## src/rtl/dma_arb_pkg.sv

```systemverilog
// Shared types for the DMA request arbiter.
package dma_arb_pkg;
    // Kind of transfer unit handed to the engine.
    typedef enum logic {
        XFER_SINGLE = 1'b0,
        XFER_BURST  = 1'b1
    } xfer_kind_e;
endpackage

```

## src/rtl/rq_qualify.sv

```systemverilog
// Per-channel request qualification.
// Combines controller and channel enables, the peripheral request mask,
// burst-only mode and the three request sources into a qualified request.
// It also reports whether a qualified request asks for a burst unit.
// Assumes all inputs are synchronous to the arbiter clock.
module rq_qualify #(
    parameter int NUM_CH = 32
) (
    input  logic              master_en,
    input  logic [NUM_CH-1:0] ch_en,
    input  logic [NUM_CH-1:0] req_mask,
    input  logic [NUM_CH-1:0] burst_only,
    input  logic [NUM_CH-1:0] sw_req,
    input  logic [NUM_CH-1:0] single_req,
    input  logic [NUM_CH-1:0] burst_req,
    output logic [NUM_CH-1:0] eligible,
    output logic [NUM_CH-1:0] qual,
    output logic [NUM_CH-1:0] want_burst
);
    for (genvar n = 0; n < NUM_CH; n++) begin : g_ch
        logic per_burst;
        logic per_single;
        // Peripheral lines pass only when unmasked; single also needs burst-only off.
        always_comb begin
            per_burst     = burst_req[n] & ~req_mask[n];
            per_single    = single_req[n] & ~req_mask[n] & ~burst_only[n];
            eligible[n]   = master_en & ch_en[n];
            qual[n]       = eligible[n] & (sw_req[n] | per_burst | per_single);
            want_burst[n] = sw_req[n] | per_burst;
        end
    end
endmodule

```

## src/rtl/rq_pick.sv

```systemverilog
// Two-level fixed-priority picker.
// The high level wins whenever it has a candidate. Within a level the
// lowest index wins. The index is 0 when nothing is requesting.
module rq_pick #(
    parameter int NUM_CH = 32,
    parameter int IDX_W  = (NUM_CH > 1) ? $clog2(NUM_CH) : 1
) (
    input  logic [NUM_CH-1:0] qual,
    input  logic [NUM_CH-1:0] prio_hi,
    output logic              any,
    output logic [IDX_W-1:0]  win
);
    logic [NUM_CH-1:0] hi_cand;
    logic [NUM_CH-1:0] cand;

    // Narrow the candidate set to the high level when it is populated.
    always_comb begin
        hi_cand = qual & prio_hi;
        cand    = (|hi_cand) ? hi_cand : qual;
        any     = |qual;
    end

    // Lowest set index of the candidate set.
    always_comb begin
        win = '0;
        for (int i = NUM_CH - 1; i >= 0; i--) begin
            if (cand[i]) win = IDX_W'(i);
        end
    end
endmodule

```

## src/rtl/burst_mode_reg.sv

```systemverilog
// Burst-only mode bits, one per channel.
// Software sets and clears a bit with pulses; a clear wins over a set.
// At the end of a unit, the granted channel's bit drops when fewer items
// remain than one arbitration unit.
module burst_mode_reg #(
    parameter int NUM_CH = 32,
    parameter int IDX_W  = (NUM_CH > 1) ? $clog2(NUM_CH) : 1,
    parameter int CNT_W  = 10
) (
    input  logic              clk,
    input  logic              rst_n,
    input  logic [NUM_CH-1:0] set_p,
    input  logic [NUM_CH-1:0] clr_p,
    input  logic              done_fire,
    input  logic [IDX_W-1:0]  done_ch,
    input  logic [CNT_W-1:0]  done_left,
    input  logic [CNT_W-1:0]  done_unit_sz,
    output logic [NUM_CH-1:0] mode_q
);
    logic tail_short;

    // A remainder shorter than one unit (zero included) ends burst-only mode.
    always_comb tail_short = done_left < done_unit_sz;

    for (genvar n = 0; n < NUM_CH; n++) begin : g_bit
        logic auto_clr;
        // Automatic clear applies only to the channel that just finished a unit.
        always_comb auto_clr = done_fire & tail_short & (done_ch == IDX_W'(n));
        // Mode bit state update.
        always_ff @(posedge clk) begin
            if (!rst_n)                     mode_q[n] <= 1'b0;
            else if (clr_p[n] || auto_clr)  mode_q[n] <= 1'b0;
            else if (set_p[n])              mode_q[n] <= 1'b1;
        end
    end
endmodule

```

## src/rtl/dma_req_arbiter.sv

```systemverilog
// DMA request qualifier and priority arbiter (top).
// Qualifies the per-channel requests and picks one channel with a two-level
// fixed priority. The grant is held until the engine pulses unit_done.
// Also keeps the burst-only mode bits and reports the per-channel wait status.
// Assumes unit_done is pulsed only while a grant is valid, and that
// done_left / done_unit_sz describe the granted channel in that cycle.
module dma_req_arbiter #(
    parameter int NUM_CH = 32,
    parameter int CNT_W  = 10,
    parameter int IDX_W  = (NUM_CH > 1) ? $clog2(NUM_CH) : 1
) (
    input  logic              clk,
    input  logic              rst_n,
    input  logic              master_en,
    input  logic [NUM_CH-1:0] ch_en,
    input  logic [NUM_CH-1:0] req_mask,
    input  logic [NUM_CH-1:0] prio_hi,
    input  logic [NUM_CH-1:0] sw_req,
    input  logic [NUM_CH-1:0] single_req,
    input  logic [NUM_CH-1:0] burst_req,
    input  logic [NUM_CH-1:0] burst_set,
    input  logic [NUM_CH-1:0] burst_clr,
    input  logic              unit_done,
    input  logic [CNT_W-1:0]  done_left,
    input  logic [CNT_W-1:0]  done_unit_sz,
    output logic [NUM_CH-1:0] qual_req,
    output logic              grant_valid,
    output logic [IDX_W-1:0]  grant_ch,
    output logic              grant_burst,
    output logic [NUM_CH-1:0] burst_only,
    output logic [NUM_CH-1:0] wait_stat
);
    import dma_arb_pkg::*;

    logic [NUM_CH-1:0] eligible;
    logic [NUM_CH-1:0] want_burst;
    logic [NUM_CH-1:0] held_mask;
    logic              any_req;
    logic [IDX_W-1:0]  win_idx;
    logic              load_grant;
    xfer_kind_e        grant_kind;
    xfer_kind_e        win_kind;

    rq_qualify #(.NUM_CH(NUM_CH)) u_qual (
        .master_en  (master_en),
        .ch_en      (ch_en),
        .req_mask   (req_mask),
        .burst_only (burst_only),
        .sw_req     (sw_req),
        .single_req (single_req),
        .burst_req  (burst_req),
        .eligible   (eligible),
        .qual       (qual_req),
        .want_burst (want_burst)
    );

    rq_pick #(.NUM_CH(NUM_CH), .IDX_W(IDX_W)) u_pick (
        .qual    (qual_req),
        .prio_hi (prio_hi),
        .any     (any_req),
        .win     (win_idx)
    );

    burst_mode_reg #(.NUM_CH(NUM_CH), .IDX_W(IDX_W), .CNT_W(CNT_W)) u_mode (
        .clk          (clk),
        .rst_n        (rst_n),
        .set_p        (burst_set),
        .clr_p        (burst_clr),
        .done_fire    (grant_valid & unit_done),
        .done_ch      (grant_ch),
        .done_left    (done_left),
        .done_unit_sz (done_unit_sz),
        .mode_q       (burst_only)
    );

    // Arbitration point: when idle, or when the current unit is finishing.
    always_comb begin
        load_grant = !grant_valid || unit_done;
        win_kind   = (any_req && want_burst[win_idx]) ? XFER_BURST : XFER_SINGLE;
    end

    // Grant register: loaded at an arbitration point, held otherwise.
    always_ff @(posedge clk) begin
        if (!rst_n) begin
            grant_valid <= 1'b0;
            grant_ch    <= '0;
            grant_kind  <= XFER_SINGLE;
        end else if (load_grant) begin
            grant_valid <= any_req;
            grant_ch    <= win_idx;
            grant_kind  <= win_kind;
        end
    end

    // Wait status: eligible, not requesting, not being serviced.
    always_comb begin
        held_mask   = grant_valid ? (NUM_CH'(1) << grant_ch) : '0;
        wait_stat   = eligible & ~qual_req & ~held_mask;
        grant_burst = (grant_kind == XFER_BURST);
    end
endmodule

```

## config.mk

```make
export PLATFORM = sky130hd
export DESIGN_NAME = dma_req_arbiter
export DESIGN_NICKNAME = d
export VERILOG_FILES = /design/src/rtl/dma_arb_pkg.sv /design/src/rtl/rq_qualify.sv /design/src/rtl/rq_pick.sv /design/src/rtl/burst_mode_reg.sv /design/src/rtl/dma_req_arbiter.sv
export SDC_FILE = /design/constraint.sdc
export NUM_CORES = 1
export LEC_CHECK = 0
export BUFFER_PORTS_ARGS = -buffer_cell sky130_fd_sc_hd__buf_2
export CAP_MARGIN = 20
export CELL_PAD_IN_SITES_DETAIL_PLACEMENT = 2
export CELL_PAD_IN_SITES_GLOBAL_PLACEMENT = 2
export CORE_MARGIN = 2
export CORE_UTILIZATION = 22
export DETAILED_ROUTE_END_ITERATION = 6
export HOLD_SLACK_MARGIN = 0.08
export PLACE_DENSITY = 0.88
export SLEW_MARGIN = 30
export SYNTH_ARGS = -nofsm -noshare
export SYNTH_HDL_FRONTEND = slang
export SYNTH_SLANG_ARGS = --single-unit
```

## constraint.sdc

```tcl
create_clock -name clk -period 5.9 [get_ports clk]
set_input_delay 0.885 -clock clk [delete_from_list [all_inputs] [get_ports clk]]
set_output_delay 0.885 -clock clk [all_outputs]
set_load 0.02 [all_outputs]
```

==> results.txt <==
----------------------------------------------------
[Place]
  Routability Congestion ... 0.951
  Port bufs ... 382
  Post-detail-place hpwl ... 34,400 µm

[Die]
  Core Footprint ... 0.0242 mm²
  Effective utilization at floorplan ... 0.223
  Num rows ... 57
  Chip width ... 161 µm
  Boundary pin count ... 383
  Die Y ... 161 µm
  Area enclosed by the die boundary ... 0.0258 mm²

[CTS]
  Root buf cell ... clkbuf_16
  Number of buffers inserted by hold repair at cts ... 0
  Number of buffers added for setup after CTS ... 0
  Maximum buffer depth of the clock tree ... 2
  Maximum level of the CTS H-tree ... 2
  Num Clock Sinks ... 39
  Number of CTS-inserted buffers ... 5
  CTS tree ... yes
  Count of cells resized by post-cts repair ... 0
  Clock-pin slew of the registers on the worst-case setup and hold paths ... 0.06 ns
  Worst-skew pair later-pin latency ... 0.29 ns

[Global routing]
  Via count of the first global-routing pass ... 8,995
  Number of antenna violations at the first check in global routing ... 4
  Wire length of the first global-routing pass ... 55,800 µm
  Overall fraction of global-route tracks in use ... 0.288
  Maximum number of pins on one net before global-route repair ... 23
  Total congestion overflow ... 0

[Detailed routing]
  Antenna Violating Nets Remaining ... 0
  Vias per cell ... 5.30
  Final wirelength ... 38,800 µm
  Met2 Routed Length ... 19,300 µm
  Drt wl/cell ... 25.0 µm
  Drt pass-1 iters ... 6
  Wire length on met1 ... 15,300 µm
  Metal3 WL ... 2800 µm
  Total DRC errors in the routed layout ... 0
  DR top layer ... met4
  Iteration-0 DRC count of the detailed router ... 331
  Vias after detailed routing ... 8,218

[Synthesis]
  Post-synthesis sequential area ratio ... 0.144
  Top cells by area in the synthesized netlist ... dfxtp_1 (14%), a2111oi_0 (9.7%), nor2_1 (7.6%)
  Synth warnings ... 0
  Post-synth ARST share ... 0
  Cell variety after synth ... 68
  Post-Syn Area per Cell ... 6.74 µm²
  Leading cell type by number of instances after synthesis ... nor2_1
  Portion of synthesized cell area occupied by the leading cell type ... 0.144
  Number of synthesized flops with an enable pin ... 0
  Cell count after synthesis ... 802
  Cell accounting for the most synthesized area ... dfxtp_1
  Post-synth net total ... 1,091
  Post-synth top flop ... dfxtp_1
  Commonest cells post-synth ... nor2_1 (110), inv_1 (94), nand2_1 (62), a2111oi_0 (60)
  Register bit total from synthesis ... 39
  Mapped cell area ... 0.00541 mm²

[STA]
  Hold Vio Cnt, Final ... 0
  Top achievable clock speed ... 184 MHz
  Minimum hold slack ... 0.517 ns
  Max-slew violation total from the final report ... 0
  Portion of the clock cycle consumed by the worst path in the final layout ... 0.922
  Maximum clock skew at final layout ... 0.00551 ns
  Setup repair after global routing missed its margin ... false
  Setup TNS after final layout ... 0 ns
  Relative slew margins ... 0.366
  Final Critical Period ... 5.44 ns
  Transition time at the pin with the least slew margin ... 0.926 ns
  Final setup violation count ... 0

[Pwr]
  Clock network power share ... 0.230
  Switch Pwr ... 0.619 mW
  Sequential share of power ... 0.223
  Net Sw Frac ... 0.443
  Leakage power total ... 4.11 nW
  Power Density ... 171 mW/mm²
  Highest ir drop seen on vdd ... 0.0890 mV
  Internal ... 0.778 mW
  Overall power of the completed layout ... 1.40 mW
  Fraction of power consumed by combinational cells ... 0.547

[Min path]
  Hold path cells ... 2
  Hold wc startpoint ... u_mode.mode_q[23]
  Hold Path Class ... reg2reg
  End point of the most critical hold path ... u_mode.mode_q[23]

[Critical path]
  Reg-to-reg setup timing slack ... 1.02 ns
  Kind of critical path ... in2reg
  Data arrival time of the critical path ... 5.64 ns
  Kind of start point of the critical path ... input port
  Critical Path Sink Type ... flip-flop
  Critical path required time ... 6.10 ns
  Worst Reg-to-Reg Cells ... 17
  Worst R2R End ... grant_burst
  CP max FO ... 21
  FF-to-FF Start ... u_mode.mode_q[4]

[Final layout]
  Fill cells ... 3,079
  Layout cells sized above 1 ... 0.397
  Area added between synthesis and finish ... 51.1%
  Layout Utilization ... 0.337
  Net count reported at finish ... 1,509

[Outcome]
  Run status ... completed

[Flow run]
  Number of violations of the max-capacitance limit ... 0

----------------------------------------------------
## kinds of logic (layout without fill, tap and decap cells)
| group | count (synthesis) | count (layout) | synth area share |
|---|---|---|---|
| compound gates | 254 | 254 | 0.367 |
| fa+ha+maj | 9 | 9 | 0.0208 |
| buf+inv | 120 | 539 | 0.0947 |
| flops | 39 | 39 | 0.144 |
| mux | 20 | 20 | 0.0370 |
| other cells | 0 | 6 | 0 |
| simple gates | 360 | 360 | 0.336 |
## final cells by class
cell class                      instances  area, µm²  share of cell area
Multi-Input combinational cell        643       4120               0.504
Antenna cell                            6       15.0             0.00184
Clock inverter                          3       43.8             0.00536
Timing Repair Buffer                  437       2320               0.285
Tap cell                              324        405              0.0496
Clock buffer                            5        125              0.0153
Inverter                               94        353              0.0432
Sequential cell                        39        781              0.0956
## how the worst max path moves through the flow
stage	startpoint	end	slack (ns)
floorplan	single_req[7]	grant_burst	1.70
global placement	master_en	grant_burst	0.28
detailed placement	master_en	grant_burst	0.28
CTS	master_en	grant_burst	0.56
global route	master_en	grant_burst	0.17
finish	master_en	grant_burst	0.46
## cells in the final DEF (no fill, tap or decap), drive strengths merged, types with 12 or more instances in the layout
master   synthesis  layout
nand3           12      12
o21ai           29      29
nand2b          43      43
buf             10     437
nor4            22      22
a211oi          21      21
inv             94      94
nor2b           53      53
nand2           66      66
nor3            29      29
o22ai           19      19
a2111oi         65      65
mux2i           20      20
nor2           111     111
dfxtp           39      39
a21oi           58      58
## sequential cells by signal, indices dropped and copies added, names as in the netlist
name	count
u_mode.mode_q	32
grant_valid	1
grant_ch	5
grant_burst	1
## layer usage
metal  global-route usage  up-vias
met5                    0        -
met4                0.117        0
met3               0.0643       80
met2                0.521      350
met1                0.329     3992
li1                     -     3796
## power by group through the flow
stage,clock network (mW),registers [mW],logic (mW)
floorplan,0,0.321,0.384
CTS,0.327,0.312,0.760
global placement,0,0.317,0.731
global route,0.337,0.315,0.820
detailed placement,0,0.318,0.756
finish,0.321,0.312,0.764
## critical path: stages
cell and delay (ns):
buf_2 0.30, buf_4 0.29, nand2_1 0.12, a2111oi_0 0.08, buf_4 0.17, a2111oi_1 0.62, and4_1 0.67, a21oi_1 0.18
o22ai_1 0.45, nor4_2 0.11, buf_4 0.17, a2111oi_4 0.33, buf_4 0.20, mux2i_1 0.22, mux2i_1 0.12, mux2i_1 0.16
nand3_1 0.10, o211a_1 0.16, a221oi_2 0.25
## metrics by stage
step | instance area [µm²] | setup slack [ns] | std cells
6_report | 8170 | 0.458 | 1551
2_1_floorplan | 5410 | 1.70 | 802
5_1_grt | 8170 | 0.167 | 1550
4_1_cts | 8150 | 0.555 | 1545
3_5_place_dp | 7980 | 0.282 | 1537
3_3_place_gp | 7980 | 0.281 | 1537
(Power assumes the default switching activity.)
